<file path="config.mk">
export PLATFORM = sky130hd
export DESIGN_NAME = line_perm_tracker
export DESIGN_NICKNAME = d
export VERILOG_FILES = /design/src/rtl/line_perm_tracker.sv
export SDC_FILE = /design/constraint.sdc
export NUM_CORES = 1
export LEC_CHECK = 0
export ABC_CLOCK_PERIOD_IN_PS = 13950
export BUFFER_PORTS_ARGS = -buffer_cell sky130_fd_sc_hd__buf_2
export CAP_MARGIN = 20
export CORE_ASPECT_RATIO = 1.1
export CORE_MARGIN = 3
export CORE_UTILIZATION = 31
export CTS_BUF_LIST = sky130_fd_sc_hd__clkbuf_4
export DETAILED_ROUTE_END_ITERATION = 8
export MAX_ROUTING_LAYER = met4
export PLACE_DENSITY_LB_ADDON = 0.12
export SLEW_MARGIN = 25
export SYNTH_ARGS = -nofsm -noshare
export SYNTH_HDL_FRONTEND = slang
export SYNTH_SLANG_ARGS = --single-unit
</file>
<file path="constraint.sdc">
create_clock -name clk -period 13.95 [get_ports clk]
set_input_delay 2.79 -clock clk [delete_from_list [all_inputs] [get_ports clk]]
set_output_delay 2.79 -clock clk [all_outputs]
set_load 0.01 [all_outputs]
</file>
<file path="src/rtl/line_perm_tracker.sv">
module line_perm_tracker #(
  parameter int ADDR_W     = 32,
  parameter int LINE_BYTES = 16,
  parameter int SETS       = 16,
  parameter int MSHR_N     = 4
) (
  input  logic              clk,
  input  logic              rst_n,
  input  logic              req_valid,
  input  logic [ADDR_W-1:0] req_addr,
  input  logic              req_excl,
  input  logic              req_wb,
  output logic              hit,
  output logic              miss,
  output logic              stall,
  input  logic              fill_valid,
  input  logic [ADDR_W-1:0] fill_addr,
  input  logic              fill_shared,
  input  logic [ADDR_W-1:0] peek_addr,
  output logic [4:0]        peek_status
);
  localparam int OFF_W  = $clog2(LINE_BYTES);
  localparam int IDX_W  = $clog2(SETS);
  localparam int TAG_W  = ADDR_W - OFF_W - IDX_W;
  localparam int LA_W   = ADDR_W - OFF_W;
  localparam int SLOT_W = (MSHR_N > 1) ? $clog2(MSHR_N) : 1;
  localparam logic [4:0] ST_V = 5'h01, ST_W = 5'h02, ST_R = 5'h04, ST_D = 5'h08, ST_F = 5'h10;

  logic [TAG_W-1:0] tag_q  [SETS];
  logic [4:0]       stat_q [SETS];
  logic [MSHR_N-1:0] ent_v;
  logic [LA_W-1:0]  ent_la [MSHR_N];
  logic [MSHR_N-1:0] ent_x;

  wire [IDX_W-1:0] r_idx = req_addr[OFF_W +: IDX_W];
  wire [TAG_W-1:0] r_tag = req_addr[ADDR_W-1 -: TAG_W];
  wire [LA_W-1:0]  r_la  = req_addr[ADDR_W-1:OFF_W];
  wire [IDX_W-1:0] f_idx = fill_addr[OFF_W +: IDX_W];
  wire [TAG_W-1:0] f_tag = fill_addr[ADDR_W-1 -: TAG_W];
  wire [LA_W-1:0]  f_la  = fill_addr[ADDR_W-1:OFF_W];
  wire [IDX_W-1:0] p_idx = peek_addr[OFF_W +: IDX_W];
  wire [TAG_W-1:0] p_tag = peek_addr[ADDR_W-1 -: TAG_W];

  wire [4:0] cur     = stat_q[r_idx];
  wire       present = cur[0] && (tag_q[r_idx] == r_tag);
  wire       can     = req_excl ? cur[1] : (cur[0] && cur[2]);
  wire       lk_hit  = present && can;

  logic              r_match, f_match, free_ok, f_excl;
  logic [SLOT_W-1:0] f_slot, free_slot;

  always_comb begin
    r_match = 1'b0;
    f_match = 1'b0;
    f_slot = '0;
    free_ok = 1'b0;
    free_slot = '0;
    for (int i = MSHR_N - 1; i >= 0; i--) begin
      if (ent_v[i] && ent_la[i] == r_la) r_match = 1'b1;
      if (ent_v[i] && ent_la[i] == f_la) begin
        f_match = 1'b1;
        f_slot = SLOT_W'(i);
      end
      if (!ent_v[i]) begin
        free_ok = 1'b1;
        free_slot = SLOT_W'(i);
      end
    end
  end
  assign f_excl = ent_x[f_slot];

  assign stall = &ent_v;
  wire need  = req_valid && !req_wb && !lk_hit;
  wire alloc = need && !r_match && free_ok;
  assign hit  = req_valid && (req_wb || lk_hit);
  assign miss = need && (r_match || free_ok);
  assign peek_status = (tag_q[p_idx] == p_tag) ? stat_q[p_idx] : 5'h00;

  always_ff @(posedge clk) begin
    if (!rst_n) begin
      for (int s = 0; s < SETS; s++) begin
        tag_q[s]  <= '0;
        stat_q[s] <= '0;
      end
      for (int i = 0; i < MSHR_N; i++) ent_la[i] <= '0;
      ent_v <= '0;
      ent_x <= '0;
    end else begin
      if (req_valid && req_wb) begin
        if (present) stat_q[r_idx] <= cur | ST_D;
        else begin
          tag_q[r_idx]  <= r_tag;
          stat_q[r_idx] <= ST_V | ST_R | ST_D;
        end
      end else if (hit) begin
        stat_q[r_idx] <= cur | ST_F;
      end else if (alloc) begin
        ent_v[free_slot]  <= 1'b1;
        ent_la[free_slot] <= r_la;
        ent_x[free_slot]  <= req_excl;
        if (present && req_excl) stat_q[r_idx] <= cur & ~ST_R;
      end
      if (fill_valid && f_match) begin
        tag_q[f_idx]  <= f_tag;
        stat_q[f_idx] <= ST_V | ST_R | (fill_shared ? 5'h00 : ST_W);
        ent_v[f_slot] <= 1'b0;
      end
    end
  end

  assert_one_outcome_R10: assert property (@(posedge clk) disable iff (!rst_n)
    !(hit && miss));

  assert_full_holds_R10: assert property (@(posedge clk) disable iff (!rst_n)
    stall && !fill_valid |=> stall);

  assert_upgrade_keeps_valid_R5: assert property (@(posedge clk) disable iff (!rst_n)
    alloc && present && req_excl && !fill_valid
    |=> (stat_q[$past(r_idx)] & (ST_V | ST_R)) == ST_V);

  assert_fill_state_R6: assert property (@(posedge clk) disable iff (!rst_n)
    fill_valid && f_match && !req_valid
    |=> stat_q[$past(f_idx)][0] && stat_q[$past(f_idx)][2]
        && (stat_q[$past(f_idx)][1] == !$past(fill_shared)));

  assert_no_shared_excl_R6: assert property (@(posedge clk) disable iff (!rst_n)
    fill_valid && f_match && fill_shared |-> !f_excl);

  assert_ref_on_hit_R4: assert property (@(posedge clk) disable iff (!rst_n)
    hit && !req_wb && !fill_valid |=> stat_q[$past(r_idx)][4]);

  for (genvar s = 0; s < SETS; s++) begin : g_inv
    assert_readable_needs_valid_R1: assert property (@(posedge clk) disable iff (!rst_n)
      stat_q[s][2] |-> stat_q[s][0]);
  end
endmodule

</file>
==> results.yml, run 1 <==
yosys:
  synthXorXnorAreaFrac: 0.06412
  synth_largest_area_cell: "edfxtp_1"
  synth-edff-count: 512
  yosys.area_share.adder: 0
  avgSynthCellArea_um2: 11.32
  synth_cells: 3258
  synth.area.mux_share: 0.1683
  ys_top_cells_by_area: "edfxtp_1, mux4_2, o31ai_1"
  synth_async_sr_flop_share: 0
  synth_top_family_by_area: "multiplexers"
  synth_top_area_frac: 0.4169
  synth_seq_area_share: 0.4538
  synth_cell_types: 86
  synthesis.nets: 3361
  netlist_area_um2: 36880
  synthSimpleGateAreaFrac: 0.1416
  yosysWarnings: 0
  synthTopCellsByCount: "edfxtp_1, nand2_1, o31ai_1"
  synth.most_common_cell: "edfxtp_1"
  synth_top_flop_cell: "edfxtp_1"
  synth-seq-cells: 580
  synth_compound_area_frac: 0.1250
worst_hold_path:
  holdPathEnd: "stat_q[9][4]"
  hold_path_depth: 2
  worstHoldPathType: "reg2reg"
  min_from: "stat_q[9][4]"
placement:
  gp_congestion: 0.9434
  dp_hpwl_um: 114300
  io_buffers: 98
run:
  drv_cap: 0
die:
  pin_count: 111
  fp.dieH_um: 367.8
  rows: 132
  die_area_um2: 123100
  core_um2: 117900
  initial_core_util: 0.3127
  die_w_um: 334.9
global_route:
  grtUsageMet1: 0.3849
  use_met2: 0.4681
  met3_usage: 0.06232
  antenna_found_initial: 6
  grt_pass1_vias: 31488
  grt_remaining_overflow: 0
  grt-busiest-layer: "met2"
  track_usage: 0.3044
  grt_pass1_wl_um: 252800
  grt_max_degree: 95
clock_tree:
  clock-root-buffer: "clkbuf_4"
  post-cts-setup-buffers: 0
  cts_resized: 0
  worstSkewPairLatency_ps: 1100
  clock_tree.buffer_depth: 3
  cts.sinks: 580
  clkTransAtPathRegs_ps: 60
  htreeDepth: 4
  cts_tree: "yes"
  cts_hold_buf: 0
  cts_buffers: 169
critical_path:
  rr_worst_depth: 12
  endpoint_kind: "output pin"
  critPathMaxFanout: 69
  arrival_ps: 7680
  r2r_end: "tag_q[2][23]"
  cp.required_ps: 11160
  worstSetupPathType: "in2out"
  reg2reg_slack_ps: 8460
  startpoint: "req_addr[5]"
  r2r_start: "ent_la[0][4]"
  start_kind: "primary input"
timing:
  slew_violations: 0
  period_share: 0.7505
  period_needed_ps: 10470
  relSlewSlack: 0.2341
  worst_slew_pin_slew_ps: 1148
  grt_setup_unrepaired: "false"
  setup_violations: 0
  fmax_mhz: 95.52
  tns_ps: 0
  skew_ps: 78.50
  finalHoldViolations: 0
routing:
  drt_iter0_markers: 4424
  via_per_inst: 6.382
  drt_wl_total_um: 185600
  postRouteAntennaNets: 0
  first_pass_iters: 6
  vias: 31662
  routedWlPerCell_um: 37.40
  drc: 0
cells_and_area:
  final_net_count: 3379
  area_growth_pct: 11.38
  drive_above_1_share: 0.2335
status:
  run_status: "finished clean"
power:
  ir_worst_vdd_v: 0.00006993
  cellPowerDensity_nw_per_um2: 108.3
  finalPower_mw: 4.450
  p_leak_nw: 13.55
## final cells by class
cell class	count	area [um2]
Multi-Input combinational cell	2283	18670
Tap cell	1541	1928
Timing Repair Buffer	205	1328
Inverter	37	138.9
Fill cell	11780	76850
Clock inverter	50	314.1
Clock buffer	259	1944
Sequential cell	580	16740
Antenna cell	6	15.01
## flip-flops by register name, summed over array words and instances (netlist names)
register  cells
stat_q       80
ent_v         4
tag_q       384
ent_la      112
## layout by cell type (no fill, tap or decap), types with 9 or more instances in the layout
cell type / Yosys / layout
clkinv_1: 5 / 40
edfxtp_1: 512 / 512
o211ai_1: 15 / 15
buf_4: 12 / 111
nor2_4: 1 / 23
nor3_1: 19 / 18
buf_2: 62 / 91
nand2b_1: 18 / 16
xnor2_1: 184 / 184
nor4_1: 74 / 74
mux4_2: 214 / 214
dfxtp_1: 68 / 68
nor2b_1: 23 / 23
or2_2: 11 / 10
o31ai_1: 302 / 302
a41o_1: 9 / 9
o22ai_1: 15 / 15
clkbuf_4: 0 / 259
and3_1: 10 / 10
nand4_1: 88 / 88
o21ai_0: 22 / 19
nor2_1: 94 / 63
a22oi_1: 28 / 28
a22o_1: 105 / 105
nor2_2: 0 / 9
mux2_2: 34 / 34
a21oi_1: 14 / 14
or3_1: 23 / 23
mux2i_1: 96 / 96
xor2_1: 86 / 86
inv_1: 31 / 31
and2_1: 73 / 73
nand2_1: 509 / 509
o21ai_1: 9 / 9
nand3_1: 71 / 67
## metrics by stage
step / worst slack, ps / instances / hold WS (ps) / utilization / instance area (um2)
2_1_floorplan: 5276 / 3258 / 442.0 / - / 36880
3_3_place_gp: 3875 / 4646 / 462.5 / 0.3290 / 38800
3_5_place_dp: 3821 / 4646 / 468.4 / 0.3290 / 38800
4_1_cts: 3805 / 4955 / 477.0 / 0.3482 / 41060
5_1_grt: 3479 / 4959 / 499.5 / 0.3483 / 41070
6_report: 3481 / 4961 / 478.0 / 0.3483 / 41080
## critical path: stages
cell and delay, ps:
clkbuf_8 610, buf_4 480, and2_1 960, a22oi_1 250, a21oi_1 400, o221ai_1 190, nor4_1 450, o2111ai_1 420
o41ai_4 380, buf_4 330, and2_1 170, buf_2 130
## worst max path at each step
stage	to	slack [ps]	cells past startpoint
CTS	hit	3800	12
finish	hit	3480	12
global placement	hit	3870	12
floorplan	peek_status[0]	5280	9
global route	hit	3480	12
detailed placement	hit	3820	12
## layer usage
layer,share of wire,routed length (um)
met4,0.054,10060
met1,0.39,72280
met5,0,0
met3,0.10,18740
met2,0.46,84480
## kinds of logic after synthesis
logic type	after synthesis
xor+xnor	270
compound gates	596
flops	580
mux	348
simple gates	1069
buf+inv	395
## report_power, final
group | leakage, nW | switching, mW | internal (mW)
combinational | 6.68 | 0.455 | 0.233
clock | 1.34 | 0.815 | 0.918
sequential | 5.53 | 0.0579 | 1.97
total | 13.5 | 1.33 | 3.12
Note: power is estimated with default switching activity, not from simulation.
==> run 2, diff against run 1 <==
- ABC_AREA: unset -> 1
- ABC_CLOCK_PERIOD_IN_PS: 13950 -> 8900
- clock period: 13.95 -> 8.9 ns (I/O delays scaled with it)
==> results.yml, run 2 <==
cells_and_area:
  top_regs: "tag_q: 384 flops, ent_la: 112 flops, stat_q: 80 flops"
  area_growth_pct: 12.02
  largest_reg_flops: 384
  largest-register: "tag_q"
  final_cell_mix: "nand2_1, o21ai_0, nand3_1"
  final_net_count: 5059
  finalCoreUtilization: 0.3519
  drive_above_1_share: 0.1134
  layout_commonest_cell: "nand2_1"
  design_area_um2: 41680
die:
  die_area_um2: 124200
  die_w_um: 336.3
  initial_core_util: 0.3142
  core_um2: 118400
  pin_count: 111
  rows: 132
  fp.dieH_um: 369.3
global_route:
  grt_remaining_overflow: 0
  grt_pass1_vias: 36496
  antenna_found_initial: 7
  met3_usage: 0.05704
  grtUsageMet1: 0.3823
  grt_max_degree: 114
  grt_pass1_wl_um: 274400
  track_usage: 0.3213
  grt-busiest-layer: "met2"
  use_met2: 0.5104
placement:
  gp_congestion: 0.9926
  dp_hpwl_um: 131600
  io_buffers: 98
  placed_area_um2: 39400
clock_tree:
  clkTransAtPathRegs_ps: 50
  clock-root-buffer: "clkbuf_4"
  cts_hold_buf: 0
  worstSkewPairLatency_ps: 1200
  htreeDepth: 4
  cts.sinks: 580
  cts_buffers: 172
  cts_resized: 0
  post-cts-setup-buffers: 0
  clock_tree.buffer_depth: 3
  cts_tree: "yes"
yosys:
  synth_largest_area_cell: "edfxtp_1"
  synth_cell_types: 48
  synth.most_common_cell: "nand2_1"
  synth_cells: 4952
  netlist_area_um2: 37200
  synthesis.nets: 5055
  avgSynthCellArea_um2: 7.513
  ys_top_cells_by_area: "edfxtp_1, nand2_1, o21ai_0"
  synth_async_sr_flop_share: 0
  synth_top_area_frac: 0.4133
  synth-edff-count: 512
  synth_seq_area_share: 0.4498
  yosysWarnings: 0
  synth-seq-cells: 580
  synth_top_flop_cell: "edfxtp_1"
  synthTopCellsByCount: "nand2_1, o21ai_0, nand3_1"
timing:
  relSlewSlack: 0.2041
  grt_setup_unrepaired: "false"
  fmax_mhz: 130.6
  worst_slew_pin_slew_ps: 1193
  period_needed_ps: 7654
  tns_ps: 0
  period_share: 0.8600
  whs_ps: 484.9
  slew_violations: 0
  setup_violations: 0
  finalHoldViolations: 0
  skew_ps: 86.39
critical_path:
  path_cells: "buf_4, inv_4, nor2_4, buf_4, nand2_1, nand3_1, nand2_1, nand2_1, o21ai_0, nand2_1, nand2_1, nor2_1, nand2_1, nor2_1, nand3_1, nand3_1, a31oi_1, buf_2"
  worstSetupPathType: "in2out"
  cp_top_family: "simple AND/OR/NAND/NOR gates"
  max_stage_delay_ps: 560
  arrival_ps: 5870
  critPathMaxFanout: 29
  slowest_stage: "buf_4"
  path_buf_inv: 4
  start_kind: "primary input"
  cp_common_cell: "nand2_1"
  cp.required_ps: 7120
  endpoint_kind: "output pin"
routing:
  drt_iter0_markers: 4301
  via_per_inst: 5.768
  postRouteAntennaNets: 0
  drt_wl_total_um: 197400
  drc: 0
  vias: 38286
  first_pass_iters: 6
  routedWlPerCell_um: 29.74
power:
  ir_worst_vdd_v: 0.0001315
  p_leak_nw: 16.47
  cellPowerDensity_nw_per_um2: 169.4
  finalPower_mw: 7.060
run:
  drv_cap: 0
status:
  run_status: "finished clean"
worst_hold_path:
  worstHoldPathType: "reg2reg"
[run 2: changes by cell type in the layout (fill, tap and decap cells not counted), sizes merged, moves of 263 or more]
cell   before   now
nand2     509  1203
nand3      71   591
nor2       95   358
o31ai     302     0
inv        36   347
o21ai      31   733
[run 2: logic make-up after synthesis]
| kind of cell | share of synthesized area |
|---|---|
| AO/OA/AOI/OAI | 0.1692 |
| XOR/XNOR | 0.02001 |
| multiplexers | 0.01668 |
| AND/OR/NAND/NOR | 0.2635 |
| flip-flops | 0.4498 |
| buffers and inverters | 0.08078 |
[run 2: layer usage]
metal | wire length [um] | share of wire
met1 | 76530 | 0.39
met2 | 91680 | 0.46
met3 | 16280 | 0.082
met4 | 12900 | 0.065
met5 | 0 | 0
[run 2: worst paths after layout]
kind / from / endpoint / slack [ps] / cells after the start
setup / recovery: req_addr[5] / miss / 1250 / 18
hold / removal: stat_q[6][2] / stat_q[6][2] / 480 / 2
setup reg to reg: ent_la[0][20] / tag_q[6][12] / 3980 / 12
hold reg to reg: stat_q[6][2] / stat_q[6][2] / 480 / 2
[run 2: tightest hold or removal path, cell delays in order (launching register included)]
cell,delay (ps)
dfxtp_1,320
nand3_1,70
nand3_1,60
[run 2: cell type report]
type                            instances  area (um2)
Clock buffer                          255        1914
Tap cell                             1541        1928
Inverter                              358        1353
Antenna cell                            7       17.52
Fill cell                           12618       76740
Clock inverter                         53       317.8
Sequential cell                       580       16740
Timing Repair Buffer                  233        1673
Multi-Input combinational cell       3611       17740
[run 2: stage by stage]
step / setup slack [ps] / cells
after floorplan: 3106 / 4952
after global placement: 1312 / 6320
after detailed placement: 1311 / 6322
after CTS: 1309 / 6630
after global routing: 1119 / 6638
final: 1246 / 6638
[run 2: where the power goes]
| group | total [mW] | switching, mW | internal, mW |
|---|---|---|---|
| Sequential | 3.17 | 0.0777 | 3.09 |
| Clock | 2.75 | 1.33 | 1.42 |
| Combinational | 1.15 | 0.870 | 0.277 |
